## src/rtl/farcall_pkg.sv

```systemverilog
package farcall_pkg;

    localparam int SEL_W          = 16;
    localparam int FRAME32_BYTES  = 6;
    localparam int FRAME16_BYTES  = 4;

    typedef enum logic [2:0] {
        CLS_NONE    = 3'd0,
        CLS_CONF    = 3'd1,
        CLS_NONCONF = 3'd2,
        CLS_CALLG   = 3'd3,
        CLS_TASKG   = 3'd4,
        CLS_TSS     = 3'd5
    } call_class_e;

    typedef struct packed {
        logic ss;
        logic np;
        logic gp;
    } fault_t;

    typedef struct packed {
        fault_t           f;
        logic [SEL_W-1:0] err;
    } verdict_t;

    localparam verdict_t VD_OK = '{f: 3'b000, err: 16'h0000};

    function automatic call_class_e decode_class(input logic is_code_data,
                                                 input logic [3:0] t);
        call_class_e c;
        c = CLS_NONE;
        if (is_code_data) begin
            if (t[3]) c = t[2] ? CLS_CONF : CLS_NONCONF;
        end else begin
            case (t)
                4'h4, 4'hC:               c = CLS_CALLG;
                4'h5:                     c = CLS_TASKG;
                4'h1, 4'h3, 4'h9, 4'hB:   c = CLS_TSS;
                default:                  c = CLS_NONE;
            endcase
        end
        return c;
    endfunction

    function automatic logic is_code(input call_class_e c);
        return (c == CLS_CONF) || (c == CLS_NONCONF);
    endfunction

    function automatic verdict_t gp_with(input logic [SEL_W-1:0] code);
        verdict_t v;
        v.f   = '{ss: 1'b0, np: 1'b0, gp: 1'b1};
        v.err = code;
        return v;
    endfunction

endpackage

```

## src/rtl/farcall_classify.sv

```systemverilog
module farcall_classify
    import farcall_pkg::*;
(
    input  logic [13:0] sel_hi,
    input  logic [15:0] tbl_limit,
    input  logic        desc_s,
    input  logic [3:0]  desc_type,
    output call_class_e cls,
    output verdict_t    vd
);
    logic              is_null;
    logic [15:0]       last_byte;
    logic              over_limit;
    call_class_e       raw_cls;
    logic [SEL_W-1:0]  sel_err;

    assign is_null    = (sel_hi == 14'd0);
    assign last_byte  = {sel_hi[13:1], 3'b111};
    assign over_limit = (last_byte > tbl_limit);
    assign raw_cls    = decode_class(desc_s, desc_type);
    assign sel_err    = {sel_hi, 2'b00};

    always_comb begin
        cls = CLS_NONE;
        vd  = VD_OK;
        if (is_null) begin
            vd = gp_with(16'h0000);
        end else if (over_limit) begin
            vd = gp_with(sel_err);
        end else if (raw_cls == CLS_NONE) begin
            vd = gp_with(sel_err);
        end else begin
            cls = raw_cls;
        end
    end
endmodule

```

## src/rtl/farcall_priv.sv

```systemverilog
module farcall_priv
    import farcall_pkg::*;
(
    input  call_class_e cls,
    input  logic [13:0] sel_hi,
    input  logic [1:0]  rpl,
    input  logic [1:0]  dpl,
    input  logic [1:0]  cpl,
    input  logic        present,
    output verdict_t    vd
);
    logic             priv_bad;
    logic [SEL_W-1:0] sel_err;

    assign sel_err = {sel_hi, 2'b00};

    always_comb begin
        case (cls)
            CLS_CONF:    priv_bad = (dpl > cpl);
            CLS_NONCONF: priv_bad = (rpl > cpl) || (dpl != cpl);
            default:     priv_bad = 1'b0;
        endcase
    end

    always_comb begin
        vd = VD_OK;
        if (is_code(cls)) begin
            if (priv_bad) begin
                vd = gp_with(sel_err);
            end else if (!present) begin
                vd.f   = '{ss: 1'b0, np: 1'b1, gp: 1'b0};
                vd.err = sel_err;
            end
        end
    end
endmodule

```

## src/rtl/farcall_frame.sv

```systemverilog
module farcall_frame
    import farcall_pkg::*;
#(
    parameter int ADDR_W = 32,
    parameter int STK_W  = 16
) (
    input  logic              op32,
    input  logic [STK_W-1:0]  stack_free,
    input  logic [ADDR_W-1:0] cs_limit,
    input  logic [ADDR_W-1:0] tgt_off,
    input  logic [ADDR_W-1:0] cur_eip,
    input  logic [15:0]       cur_cs,
    input  logic [13:0]       sel_hi,
    input  logic [1:0]        cpl,
    output verdict_t          vd,
    output logic [ADDR_W-1:0] word_cs,
    output logic [ADDR_W-1:0] word_ip,
    output logic [ADDR_W-1:0] next_eip,
    output logic [15:0]       next_cs
);
    localparam logic [STK_W-1:0] NEED32 = STK_W'(FRAME32_BYTES);
    localparam logic [STK_W-1:0] NEED16 = STK_W'(FRAME16_BYTES);

    logic [ADDR_W-1:0] off16;
    logic [ADDR_W-1:0] ip16;
    logic              stack_short;
    logic              beyond_limit;

    generate
        if (ADDR_W > 16) begin : g_wide
            assign off16   = {{(ADDR_W-16){1'b0}}, tgt_off[15:0]};
            assign ip16    = {{(ADDR_W-16){1'b0}}, cur_eip[15:0]};
            assign word_cs = {{(ADDR_W-16){1'b0}}, cur_cs};
        end else begin : g_narrow
            assign off16   = tgt_off;
            assign ip16    = cur_eip;
            assign word_cs = cur_cs;
        end
    endgenerate

    assign next_eip     = op32 ? tgt_off : off16;
    assign word_ip      = op32 ? cur_eip : ip16;
    assign next_cs      = {sel_hi, cpl};
    assign stack_short  = stack_free < (op32 ? NEED32 : NEED16);
    assign beyond_limit = next_eip > cs_limit;

    always_comb begin
        vd = VD_OK;
        if (stack_short) begin
            vd.f   = '{ss: 1'b1, np: 1'b0, gp: 1'b0};
            vd.err = 16'h0000;
        end else if (beyond_limit) begin
            vd = gp_with(16'h0000);
        end
    end
endmodule

```

## src/rtl/farcall_check.sv

```systemverilog
module farcall_check
    import farcall_pkg::*;
#(
    parameter int ADDR_W = 32,
    parameter int STK_W  = 16
) (
    input  logic              clk,
    input  logic              rst,
    input  logic              start,
    input  logic [15:0]       tgt_sel,
    input  logic [ADDR_W-1:0] tgt_off,
    input  logic              desc_s,
    input  logic [3:0]        desc_type,
    input  logic [1:0]        desc_dpl,
    input  logic              desc_present,
    input  logic [15:0]       tbl_limit,
    input  logic [1:0]        cpl,
    input  logic              op32,
    input  logic [STK_W-1:0]  stack_free,
    input  logic [ADDR_W-1:0] cs_limit,
    input  logic [15:0]       cur_cs,
    input  logic [ADDR_W-1:0] cur_eip,
    input  logic              trap_branch,
    output logic              done,
    output logic [2:0]        fault_vec,
    output logic [15:0]       err_code,
    output logic [2:0]        call_class,
    output logic              push_valid,
    output logic [ADDR_W-1:0] push_first,
    output logic [ADDR_W-1:0] push_second,
    output logic              load_valid,
    output logic [15:0]       new_cs,
    output logic [ADDR_W-1:0] new_eip,
    output logic              dbg_trap
);
    call_class_e       cls;
    verdict_t          vd_sel, vd_priv, vd_frame, vd_final;
    logic [ADDR_W-1:0] w_cs, w_ip, n_eip;
    logic [15:0]       n_cs;
    logic              success;

    farcall_classify u_classify (
        .sel_hi    (tgt_sel[15:2]),
        .tbl_limit (tbl_limit),
        .desc_s    (desc_s),
        .desc_type (desc_type),
        .cls       (cls),
        .vd        (vd_sel)
    );

    farcall_priv u_priv (
        .cls     (cls),
        .sel_hi  (tgt_sel[15:2]),
        .rpl     (tgt_sel[1:0]),
        .dpl     (desc_dpl),
        .cpl     (cpl),
        .present (desc_present),
        .vd      (vd_priv)
    );

    farcall_frame #(.ADDR_W(ADDR_W), .STK_W(STK_W)) u_frame (
        .op32       (op32),
        .stack_free (stack_free),
        .cs_limit   (cs_limit),
        .tgt_off    (tgt_off),
        .cur_eip    (cur_eip),
        .cur_cs     (cur_cs),
        .sel_hi     (tgt_sel[15:2]),
        .cpl        (cpl),
        .vd         (vd_frame),
        .word_cs    (w_cs),
        .word_ip    (w_ip),
        .next_eip   (n_eip),
        .next_cs    (n_cs)
    );

    always_comb begin
        vd_final = VD_OK;
        success  = 1'b0;
        if (vd_sel.f != 3'b000) begin
            vd_final = vd_sel;
        end else if (is_code(cls)) begin
            if (vd_priv.f != 3'b000)       vd_final = vd_priv;
            else if (vd_frame.f != 3'b000) vd_final = vd_frame;
            else                           success  = 1'b1;
        end
    end

    always_ff @(posedge clk) begin
        if (rst) begin
            done        <= 1'b0;
            fault_vec   <= 3'b000;
            err_code    <= 16'h0000;
            call_class  <= CLS_NONE;
            push_valid  <= 1'b0;
            push_first  <= '0;
            push_second <= '0;
            load_valid  <= 1'b0;
            new_cs      <= 16'h0000;
            new_eip     <= '0;
            dbg_trap    <= 1'b0;
        end else if (start) begin
            done        <= 1'b1;
            fault_vec   <= vd_final.f;
            err_code    <= vd_final.err;
            call_class  <= cls;
            push_valid  <= success;
            push_first  <= w_cs;
            push_second <= w_ip;
            load_valid  <= success;
            new_cs      <= n_cs;
            new_eip     <= n_eip;
            dbg_trap    <= success && trap_branch;
        end else begin
            done       <= 1'b0;
            fault_vec  <= 3'b000;
            push_valid <= 1'b0;
            load_valid <= 1'b0;
            dbg_trap   <= 1'b0;
        end
    end
endmodule

```

## config.mk

```make
export PLATFORM = sky130hd
export DESIGN_NAME = farcall_check
export DESIGN_NICKNAME = d
export VERILOG_FILES = /design/src/rtl/farcall_pkg.sv /design/src/rtl/farcall_classify.sv /design/src/rtl/farcall_priv.sv /design/src/rtl/farcall_frame.sv /design/src/rtl/farcall_check.sv
export SDC_FILE = /design/constraint.sdc
export NUM_CORES = 1
export LEC_CHECK = 0
export BUFFER_PORTS_ARGS = -buffer_cell sky130_fd_sc_hd__buf_2
export CORE_AREA = 2 2 159 99
export DETAILED_ROUTE_END_ITERATION = 16
export DIE_AREA = 0 0 161 101
export GPL_ROUTABILITY_DRIVEN = 0
export HOLD_SLACK_MARGIN = 0.05
export PLACE_DENSITY_LB_ADDON = 0.1
export REMOVE_ABC_BUFFERS = 1
export SLEW_MARGIN = 5
export SYNTH_ARGS = -nofsm -noshare
export SYNTH_HDL_FRONTEND = slang
export SYNTH_SLANG_ARGS = --single-unit
```

## constraint.sdc

```tcl
create_clock -name clk -period 2.25 [get_ports clk]
set_input_delay 0.45 -clock clk [delete_from_list [all_inputs] [get_ports clk]]
set_output_delay 0.45 -clock clk [all_outputs]
set_load 0.005 [all_outputs]
```

## Word level (Yosys, flattened, before mapping)

Cells that the tools add are included.

| cells by class | value |
|---|---|
| bitwise operators | 1 |
| eq/ne operators | 10 |
| order comparisons | 5 |
| reductions and logical operators | 11 |
| mux-type cells | 28 |

Operator list:

| kind | count |
|---|---|
| 2-to-1 mux 19 bit | 9 |
| 2-to-1 mux 32 bit | 2 |
| 2-to-1 mux 17 bit | 2 |
| > comparator 32 bit | 1 |
| 2-to-1 mux 18 bit | 1 |
| > comparator 16 bit | 1 |
| < comparator 16 bit | 1 |
| 2-to-1 mux 3 bit | 5 |
| zero test 14 bit | 1 |
| == test 4 bit, second input constant | 3 |
| one-hot mux 3 bit (3 select lines) | 1 |
| nonzero test 3 bit | 3 |
| == test 4 x 3 -> 1 bit, second input constant | 2 |
| 2-to-1 mux 1 bit | 5 |
| == test 4 x 1 -> 1 bit, second input constant | 1 |
| == test 4 x 2 -> 1 bit, second input constant | 1 |
| > comparator 2 bit | 2 |
| 2-to-1 mux 2 bit | 2 |
| OR reduction 2 bit | 2 |
| OR reduction 4 bit | 1 |
| == test 3 x 1 -> 1 bit, second input constant | 1 |
| == test 3 x 2 -> 1 bit, second input constant | 1 |
| zero test 3 bit | 1 |
| logical OR 1 bit | 2 |
| 4 further kinds | 4 |

| storage, ports and cells | value |
|---|---|
| input bits | 175 |
| register bits | 121 |
| logic and storage cells | 65 |
| output and inout bits | 138 |

## Logic depth before layout (Yosys ltp)

Gate-level depths: netlist (run 1).

| logic depth | value |
|---|---|
| depth after elaboration | 17 |
| mapped depth | 10 |

## Cells and area by module

Synthesis (run 1) repeated with hierarchy kept, for this count alone.

| second synthesis, totals | value |
|---|---|
| cells, all modules | 912 |
| area total of the unflattened synthesis | 7983.9 um2 |

By module, submodules not included:

| module | area each (um2) | sequential area each (um2) | cells an instance | instances |
|---|---|---|---|---|
| farcall_check | 5198.7 | 2742.6 | 525 | 1 |
| farcall_frame | 1793.0 | 0.0 | 253 | 1 |
| farcall_classify | 655.6 | 0.0 | 93 | 1 |
| farcall_priv | 336.6 | 0.0 | 41 | 1 |

## Worst setup path after synthesis (run 1)

OpenSTA, ideal clock, no wires.

| path | value |
|---|---|
| kind | input-to-reg |
| start point | input port tbl_limit[10] |
| end point | register err_code[10] |
| library setup time | 0.125 ns |
| stages | 10 |
| path slack | -0.040 ns |
| buffers on the path | 2 |
| arrival | 2.165 ns |
| path through | inv_1 ha_1 nand4_1 or4_4 nor2b_4 o21ai_4 and3_1 buf_4 buf_8 o221ai_2 |

| between the ends | value |
|---|---|
| longest elaborated chain between the ends | 11 |
| elaborated cells between the ends (all ways) | 16 |

RTL lines:

| element | line | source |
|---|---|---|
| start, declared | farcall_check.sv:16 | `input logic [15:0] tbl_limit,` |
| > comparator 16 bit * | farcall_classify.sv:19 | `assign over_limit = (last_byte > tbl_limit);` |
| 2-to-1 mux 3 bit | farcall_classify.sv:28 | `end else if (over_limit) begin` |
| 2-to-1 mux 3 bit | farcall_classify.sv:26 | `if (is_null) begin` |
| == test 3 x 2 -> 1 bit or == test 3 x 1 -> 1 bit (tied branches) | farcall_pkg.sv:47, farcall_priv.sv:18 |  |
| one-hot mux 1 bit (2 select lines) | farcall_priv.sv:18 | `case (cls)` |
| 2-to-1 mux 19 bit | farcall_priv.sv:28 | `if (priv_bad) begin` |
| 2-to-1 mux 19 bit | farcall_priv.sv:27 | `if (is_code(cls)) begin` |
| nonzero test 3 bit | farcall_check.sv:83 | `if (vd_priv.f != 3'b000) vd_final = vd_priv;` |
| 2-to-1 mux 19 bit | farcall_check.sv:83 |  |
| 2-to-1 mux 19 bit | farcall_check.sv:82 | `end else if (is_code(cls)) begin` |
| 2-to-1 mux 19 bit * | farcall_check.sv:80 | `if (vd_sel.f != 3'b000) begin` |
| end signal, assigned | farcall_check.sv:105 | `err_code <= vd_final.err;` |
| end, declared | farcall_check.sv:26 | `output logic [15:0] err_code,` |

Every way passes the cells marked *; elsewhere a longest branch is shown, timed or not.
A chain may end at the register's enable or synchronous reset.

## Final worst setup path (run 1)

| path | value |
|---|---|
| start point | input port tgt_sel[11] |
| end point | register err_code[4] |

| between the ends | value |
|---|---|
| longest elaborated chain between the ends | 11 |
| elaborated cells between the ends (all ways) | 17 |

RTL lines:

| element | line | source |
|---|---|---|
| start, declared | farcall_check.sv:10 | `input logic [15:0] tgt_sel,` |
| > comparator 16 bit | farcall_classify.sv:19 |  |
| 2-to-1 mux 3 bit | farcall_classify.sv:28 |  |
| 2-to-1 mux 3 bit | farcall_classify.sv:26 |  |
| == test 3 x 2 -> 1 bit or == test 3 x 1 -> 1 bit (tied branches) | farcall_pkg.sv:47, farcall_priv.sv:18 |  |
| one-hot mux 1 bit (2 select lines) | farcall_priv.sv:18 |  |
| 2-to-1 mux 19 bit | farcall_priv.sv:28 |  |
| 2-to-1 mux 19 bit | farcall_priv.sv:27 |  |
| nonzero test 3 bit | farcall_check.sv:83 |  |
| 2-to-1 mux 19 bit | farcall_check.sv:83 |  |
| 2-to-1 mux 19 bit | farcall_check.sv:82 |  |
| 2-to-1 mux 19 bit * | farcall_check.sv:80 |  |

Marks and branches as above.

==> metrics.md, run 1 <==
| Metric | Value |
|---|---|
| P&R area growth vs syn | 42.60% |
| FF-to-FF Start | push_second[23] |
| Tot Pwr | 6.268 mW |
| Setup TNS | 0 ps |
| Logic pwr share | 15.0% |
| Critical Path, Cell by Cell | buf_2 -> ha_1 -> nand4_1 -> or4_4 -> o21ai_2 -> and2_4 -> nand3_2 -> buf_12 -> o221ai_1 |
| Critical Path Sink | err_code[4] |
| Drt wl/cell | 14.15 um |
| Met1 usage | 27.87% |
| Synth Area in Compound Gates | 10.31% |
| Max Slew Vio Count | 0 |
| PwrDens | 721.2 nW/um^2 |
| Die H | 101 um |
| Drt pass-1 iters | 4 |
| H-tree depth | 4 |
| Root buffer cell | clkbuf_16 |
| Synth Area in Adders | 10.06% |
| Met2 usage | 32.16% |
| Switching power total | 1.565 mW |
| CTS buffer count | 17 |
| R2R Setup Slk | 1520 ps |
| Nets | 1240 |
| CP Launch Type | primary input |
| Placed cell count | 1200 |
| Clk buf depth | 2 |
| Largest family of logic cells by synthesized area | simple AND/OR/NAND/NOR gates |
| Crit path from | tgt_sel[11] |
| Residual DRC | 0 |
| Core Area | 14890 sq um |
| Ys async rst share | 0% |
| Gr ovfl total | 0 |
| Worst vdd ir | 0.0004046 V |
| Clk sink count | 119 |
| CP Max Fanout | 14 |
| Total wire length | 17430 um |
| XOR/XNOR Fraction of Synth Area | 0% |
| Most Crowded Layer GR | met2 |
| Clock slew at reported path FFs | 60 ps |
| Achievable Freq | 468.1 MHz |
| Period Utilization, post-route | 94.94% |
| Sw frac | 24.96% |
| CP Class | in2reg |
| Ys flop type | dfxtp_1 |
| Mapped Area | 6095 sq um |
| Delay of the slowest critical-path stage | 580 ps |
| Port Buffers | 293 |
| Setup-failing EPs final | 0 |
| Clk pwr share | 48.7% |
| Sequential area share after synthesis | 39.09% |
| Critical R2R Capture | push_second[23] |
| Critical Path AT | 2450 ps |
| Largest net degree at the start of global routing | 98 |
| Number of I/O pins | 313 |
| Chip Width | 161 um |
| Post-synth EDFFs | 0 |
| Vias | 5662 |
| Initial Util | 40.93% |
| Finished Core Util | 58.37% |
| RSZ-0062 raised after global routing | no |
| Hold crit path type | in2reg |
| Post-synthesis mux area share | 13.30% |
| Share of cells above drive strength 1 | 38.42% |
| Slowest stage cell, crit path | or4_4 |
| Post-synthesis simple-gate area fraction | 18.35% |
| Post-DP HPWL | 13240 um |
| Row Count | 35 |
| Static Leak | 4.709 nW |
| Count of cell types in the netlist | 51 |
| Initial antenna violation count | 2 |
| Worst hold margin | 245.8 ps |
| MaxCap Viol Count | 0 |
| Final Hold Viols | 0 |
| Pint | 4.703 mW |
| Yosys reg bits | 119 |
| Critical Path RT | 2570 ps |
| CP Capture Type | register |
| First-pass GRT wire length | 26740 um |
| DIE AREA | 16260 sq um |
| Post-route ant nets | 0 |
| Reg2reg path depth | 3 |
| Tot GR Track Use | 20.81% |
| Final Skew | 0 ps |
| Synth warn | 0 |
| Finished Layout Cells | 1232 |
| Crit path time final | 2136 ps |
| Starting DRT DRC Count | 209 |
| Global routing met3 resource utilization | 6.993% |
| Vias in the first global route | 5296 |
| Syn Inst Count | 689 |
| Flop pwr share | 36.3% |
| Vias/cell | 4.596 |
| CTS tree | yes |
| Clk_lat worst skew | 400 ps |
| Run status | finished, final reports clean |
| Mean Syn Cell Area | 8.846 sq um |
[kinds of logic (layout without fill, tap and decap cells)]
family / after synthesis / after routing
AO/OA/AOI/OAI: 86 / 86
adder cells (fa/ha/maj): 49 / 49
buffers and inverters: 117 / 439
flip-flops: 119 / 119
multiplexers: 81 / 81
other: 1 / 19
AND/OR/NAND/NOR: 236 / 236
[cell usage after synthesis, types with 9 or more instances]
master | instances | share of area (%)
dfxtp_1 | 119 | 39
ha_1 | 49 | 10
o21ai_0 | 13 | 1.1
a21oi_1 | 36 | 3.0
buf_4 | 20 | 2.5
nor2b_1 | 22 | 2.3
nand4_1 | 12 | 1.2
nand3_1 | 9 | 0.74
nor2_1 | 105 | 6.5
mux2i_1 | 81 | 13
nand2_1 | 47 | 2.9
clkbuf_1 | 19 | 1.2
and2_1 | 19 | 2.0
inv_1 | 67 | 4.1
o221ai_2 | 10 | 2.5
[registers in the layout, indices dropped and copies added, names as in the netlist]
| register | count |
|---|---|
| push_second | 32 |
| done | 1 |
| push_first | 16 |
| fault_vec | 3 |
| err_code | 14 |
| new_cs | 16 |
| dbg_trap | 1 |
| load_valid | 1 |
| new_eip | 32 |
| call_class | 3 |
[critical path: cells and delay by family]
kind                       cells  cell delay (ps)
AOI/OAI and AO/OA              2              350
adders and majority gates      1              300
and+or+nand+nor                4             1030
buffers and inverters          2              310
[placed cells by master, fill, tap and decap left out, types with 2 or more instances in the layout]
master      synthesis  layout
o21ai_0            13      13
buf_12              0       4
buf_2               4     290
nand3_1             9       9
dfxtp_1           119     119
nand4_1            12      12
nand2_1            47      47
a31o_2              2       2
ha_1               49      49
clkbuf_16           0      17
a21oi_1            36      36
nor3_1              2       2
nor4_1              8       7
o221ai_2           10      10
buf_4              20      46
conb_1              1      18
o21bai_1            2       2
bufinv_16           0       5
a21o_1              2       2
clkinvlp_4          0       2
nor3b_1             2       2
nor2_1            105     105
nand2b_1            2       2
and2_1             19      19
mux2i_1            81      81
o221ai_1            4       4
clkinv_4            0       2
o211ai_1            2       2
o22ai_1             2       2
inv_1              67      67
inv_6               0       4
nor2b_1            22      22
[what timing repair did]
action	in CTS	in global routing
setup endpoints to repair	0	3
hold buffers	0	0
resized for setup	0	5
setup buffers	0	0
[metal layers]
| layer | part of all wire, % | routed length [um] | vias up |
|---|---|---|---|
| met3 | 8.3 | 1440 | 10 |
| met1 | 47 | 8166 | 2511 |
| met2 | 44 | 7683 | 187 |
| met5 | 0 | 0 | - |
| li1 | - | - | 2954 |
| met4 | 0.78 | 136 | 0 |
[worst min path at each step]
stage | cells past startpoint | startpoint | slack, ps | endpoint
2_1_floorplan | 2 | call_class[0] | 450 | call_class[0]
3_3_place_gp | 2 | call_class[2] | 440 | call_class[2]
3_5_place_dp | 2 | call_class[2] | 440 | call_class[2]
4_1_cts | 2 | desc_present | 230 | fault_vec[1]
5_1_grt | 2 | desc_present | 240 | fault_vec[1]
6_report | 2 | desc_present | 250 | fault_vec[1]
[power by group through the flow]
stage / clock [mW] / combinational [mW] / sequential [mW]
after floorplan: 0 / 0.396 / 2.33
after global placement: 0 / 0.933 / 2.32
after detailed placement: 0 / 0.939 / 2.32
after CTS: 3.12 / 0.944 / 2.28
after global routing: 3.23 / 1.06 / 2.29
final: 3.05 / 0.938 / 2.28
[per-stage QoR]
step	instance area, sq um	setup WS [ps]
5_1_grt	8691	2.246
2_1_floorplan	5872	-305.3
3_5_place_dp	8008	-300.7
3_3_place_gp	8008	-255.8
6_report	8691	113.8
4_1_cts	8665	122.7
[final cells by class]
type	instances	area (sq um)
Antenna cell	1	2.502
Clock buffer	18	439.2
Clock inverter	13	217.7
Fill cell	1432	6198
Inverter	67	251.5
Multi-Input combinational cell	470	3259
Sequential cell	119	2382
Tap cell	203	254.0
Timing Repair Buffer	341	1884
Note: power is estimated with default switching activity, not from simulation.
==> run 2: changes to the inputs <==
--- a/config.mk
+++ b/config.mk
@@ -6,9 +6,10 @@
 export NUM_CORES = 1
 export LEC_CHECK = 0
 export BUFFER_PORTS_ARGS = -buffer_cell sky130_fd_sc_hd__buf_2
-export CORE_AREA = 2 2 159 99
+export CORE_AREA = 2 2 157 98
+export CTS_BUF_LIST = sky130_fd_sc_hd__clkbuf_8
 export DETAILED_ROUTE_END_ITERATION = 16
-export DIE_AREA = 0 0 161 101
+export DIE_AREA = 0 0 159 100
 export GPL_ROUTABILITY_DRIVEN = 0
 export HOLD_SLACK_MARGIN = 0.05
 export PLACE_DENSITY_LB_ADDON = 0.1
@@ -17,3 +18,4 @@
 export SYNTH_ARGS = -nofsm -noshare
 export SYNTH_HDL_FRONTEND = slang
 export SYNTH_SLANG_ARGS = --single-unit
+export TNS_END_PERCENT = 1
==> constraint.sdc (replaced) <==
create_clock -name clk -period 2.25 [get_ports clk]
set_input_delay 0.45 -clock clk [delete_from_list [all_inputs] [get_ports clk]]
set_output_delay 0.45 -clock clk [all_outputs]
set_load 0.1 [all_outputs]
==> run 2 against run 1 <==
Against the previous run:
- setup slack worse by 6.4 ps
- global-route usage up 0.58 points
- clock skew unchanged
- maximum frequency down 0.30%
- sequential share of layout area up 0.56 points
- largest power group is now sequential cells
- final cell count up 0.57%
- critical path depth unchanged
- via count down 0.11%
- combinational power up 100%
- wire length down 1.1%
- hold slack worse by 26 ps
==> metrics.md, run 2 (synthesis results as in run 1) <==
| Metric | Value |
|---|---|
| Nets | 1246 |
| Drt pass-1 iters | 4 |
| CP Max Fanout | 14 |
| Finished Core Util | 57.87% |
| Critical Path RT | 2580 ps |
| Setup-failing EPs final | 0 |
| Number of fill cells in the layout | 1421 |
| PwrDens | 741.2 nW/um^2 |
| MaxCap Viol Count | 0 |
| Clk buf depth | 2 |
| Final Skew | 0 ps |
| Post CTS Setup Buffer Count | 0 |
| Port Buffers | 293 |
| Achievable Freq | 466.7 MHz |
| Pint | 3.919 mW |
| Final Hold Viols | 0 |
| Residual DRC | 0 |
| Chip Width | 159 um |
| Largest registers | new_eip: 32 flops, push_second: 32 flops |
| Most Crowded Layer GR | met2 |
| Share of cells above drive strength 1 | 38.65% |
| Setup ws final | 107.4 ps |
| Vias/cell | 4.565 |
| CP Capture Type | register |
| Placed cell count | 1206 |
| Flop pwr share | 36.1% |
| Vias in the first global route | 5305 |
| Met2 usage | 33.81% |
| Critical Path AT | 2470 ps |
| Logic pwr share | 29.9% |
| Vias | 5656 |
| Setup TNS | 0 ps |
| Gr ovfl total | 0 |
| Run status | finished, final reports clean |
| Total wire length | 17230 um |
| Hold path cells | 2 |
| Period Utilization, post-route | 95.23% |
| Crit path time final | 2143 ps |
| Tot GR Track Use | 21.39% |
| Finished Layout Cells | 1239 |
| Max Slew Vio Count | 0 |
| First-pass GRT wire length | 27200 um |
| Largest net degree at the start of global routing | 98 |
| Slew @ Worst Pin | 525.7 ps |
| Sw frac | 37.91% |
| Pre-CTS setup slack | -302.2 ps |
| Hold crit path type | in2reg |
| Clk pwr share | 34.1% |
| Starting DRT DRC Count | 283 |
| Drt wl/cell | 13.91 um |
| H-tree depth | 4 |
| Static Leak | 4.632 nW |
| Root buffer cell | clkbuf_8 |
| Row Count | 35 |
| Most common cell after layout, fill and taps aside | buf_2 |
| CTS buffer count | 17 |
| Met1 usage | 28.98% |
| Switching power total | 2.393 mW |
| Clk_lat worst skew | 410 ps |
| Reg2reg path depth | 3 |
| Area after DPL | 8065 sq um |
| Number of I/O pins | 313 |
| Most frequent cells in the layout | buf_2, dfxtp_1, nor2_1, mux2i_1, inv_1 |
| Clock slew at reported path FFs | 80 ps |
| Global routing met3 resource utilization | 6.694% |
| CTS tree | yes |
| Clk sink count | 119 |
| P&R area growth vs syn | 39.72% |
| Design Area, Final | 8516 sq um |
| Post-DP HPWL | 13200 um |
| Post-route ant nets | 0 |
| CP Launch Type | primary input |
| Die H | 100 um |
| Initial Util | 41.42% |
| Max_slew headroom | 65.19% |
| DIE AREA | 15900 sq um |
| Core Area | 14710 sq um |
| RSZ-0062 raised after global routing | no |
| Worst vdd ir | 0.0003598 V |
| CP Class | in2reg |
| Initial antenna violation count | 1 |
## run 2: changes by cell type in the layout (fill, tap and decap cells not counted), moves of 3 or more
cell / before / now
clkbuf_16: 17 / 0
clkbuf_8: 1 / 17
inv_6: 4 / 1
buf_4: 46 / 51
clkinv_4: 2 / 6
## run 2: timing repair
action                                  in CTS  in global routing
hold buffers                                 0                  0
gates resized for setup                      0                  2
endpoints found under the setup margin       0                  3
## run 2: per-stage QoR
stage          power (mW)  hold slack [ps]
3_3_place_gp        4.203            445.2
5_1_grt             6.606            195.9
2_1_floorplan       3.659            522.4
4_1_cts             6.384            188.6
3_5_place_dp        4.209            444.6
6_report            6.311            220.1
## run 2: path summary, 6_finish.rpt
path / from / to / slack (ps)
max reg2reg: push_second[25] / push_second[25] / 1500
max: tgt_sel[11] / err_code[2] / 110
min reg2reg: call_class[0] / call_class[0] / 460
min: desc_present / fault_vec[1] / 220
## run 2: area by class of cell
| type | count | area, sq um | area share, % |
|---|---|---|---|
| multi-input combinational | 470 | 3244 | 38.10 |
| sequential | 119 | 2382 | 27.98 |
| timing repair buffer | 347 | 1942 | 22.80 |
| tap | 203 | 254.0 | 2.983 |
| inverter | 67 | 251.5 | 2.953 |
| clock buffer | 17 | 234.0 | 2.748 |
| clock inverter | 15 | 205.2 | 2.410 |
| antenna | 1 | 2.502 | 0.02939 |
## run 2: critical path, cell delays in order
cell and delay [ps]:
buf_2 130, ha_1 300, nand4_1 150, or4_4 580, o21ai_2 210, and2_4 200
nand3_2 100, buf_12 170, o221ai_1 170
## run 2: power groups by stage
stage	registers [mW]	clock network [mW]	logic, mW
floorplan	3.14	0	0.519
global placement	2.32	0	1.88
detailed placement	2.32	0	1.89
CTS	2.27	2.22	1.89
global route	2.29	2.31	2.01
finish	2.28	2.15	1.88
## run 2: per-layer routing
layer / part of all wire (%) / wire (um)
met2: 44 / 7585
met1: 48 / 8325
met4: 0.61 / 105
met5: 0 / 0
met3: 7.0 / 1212
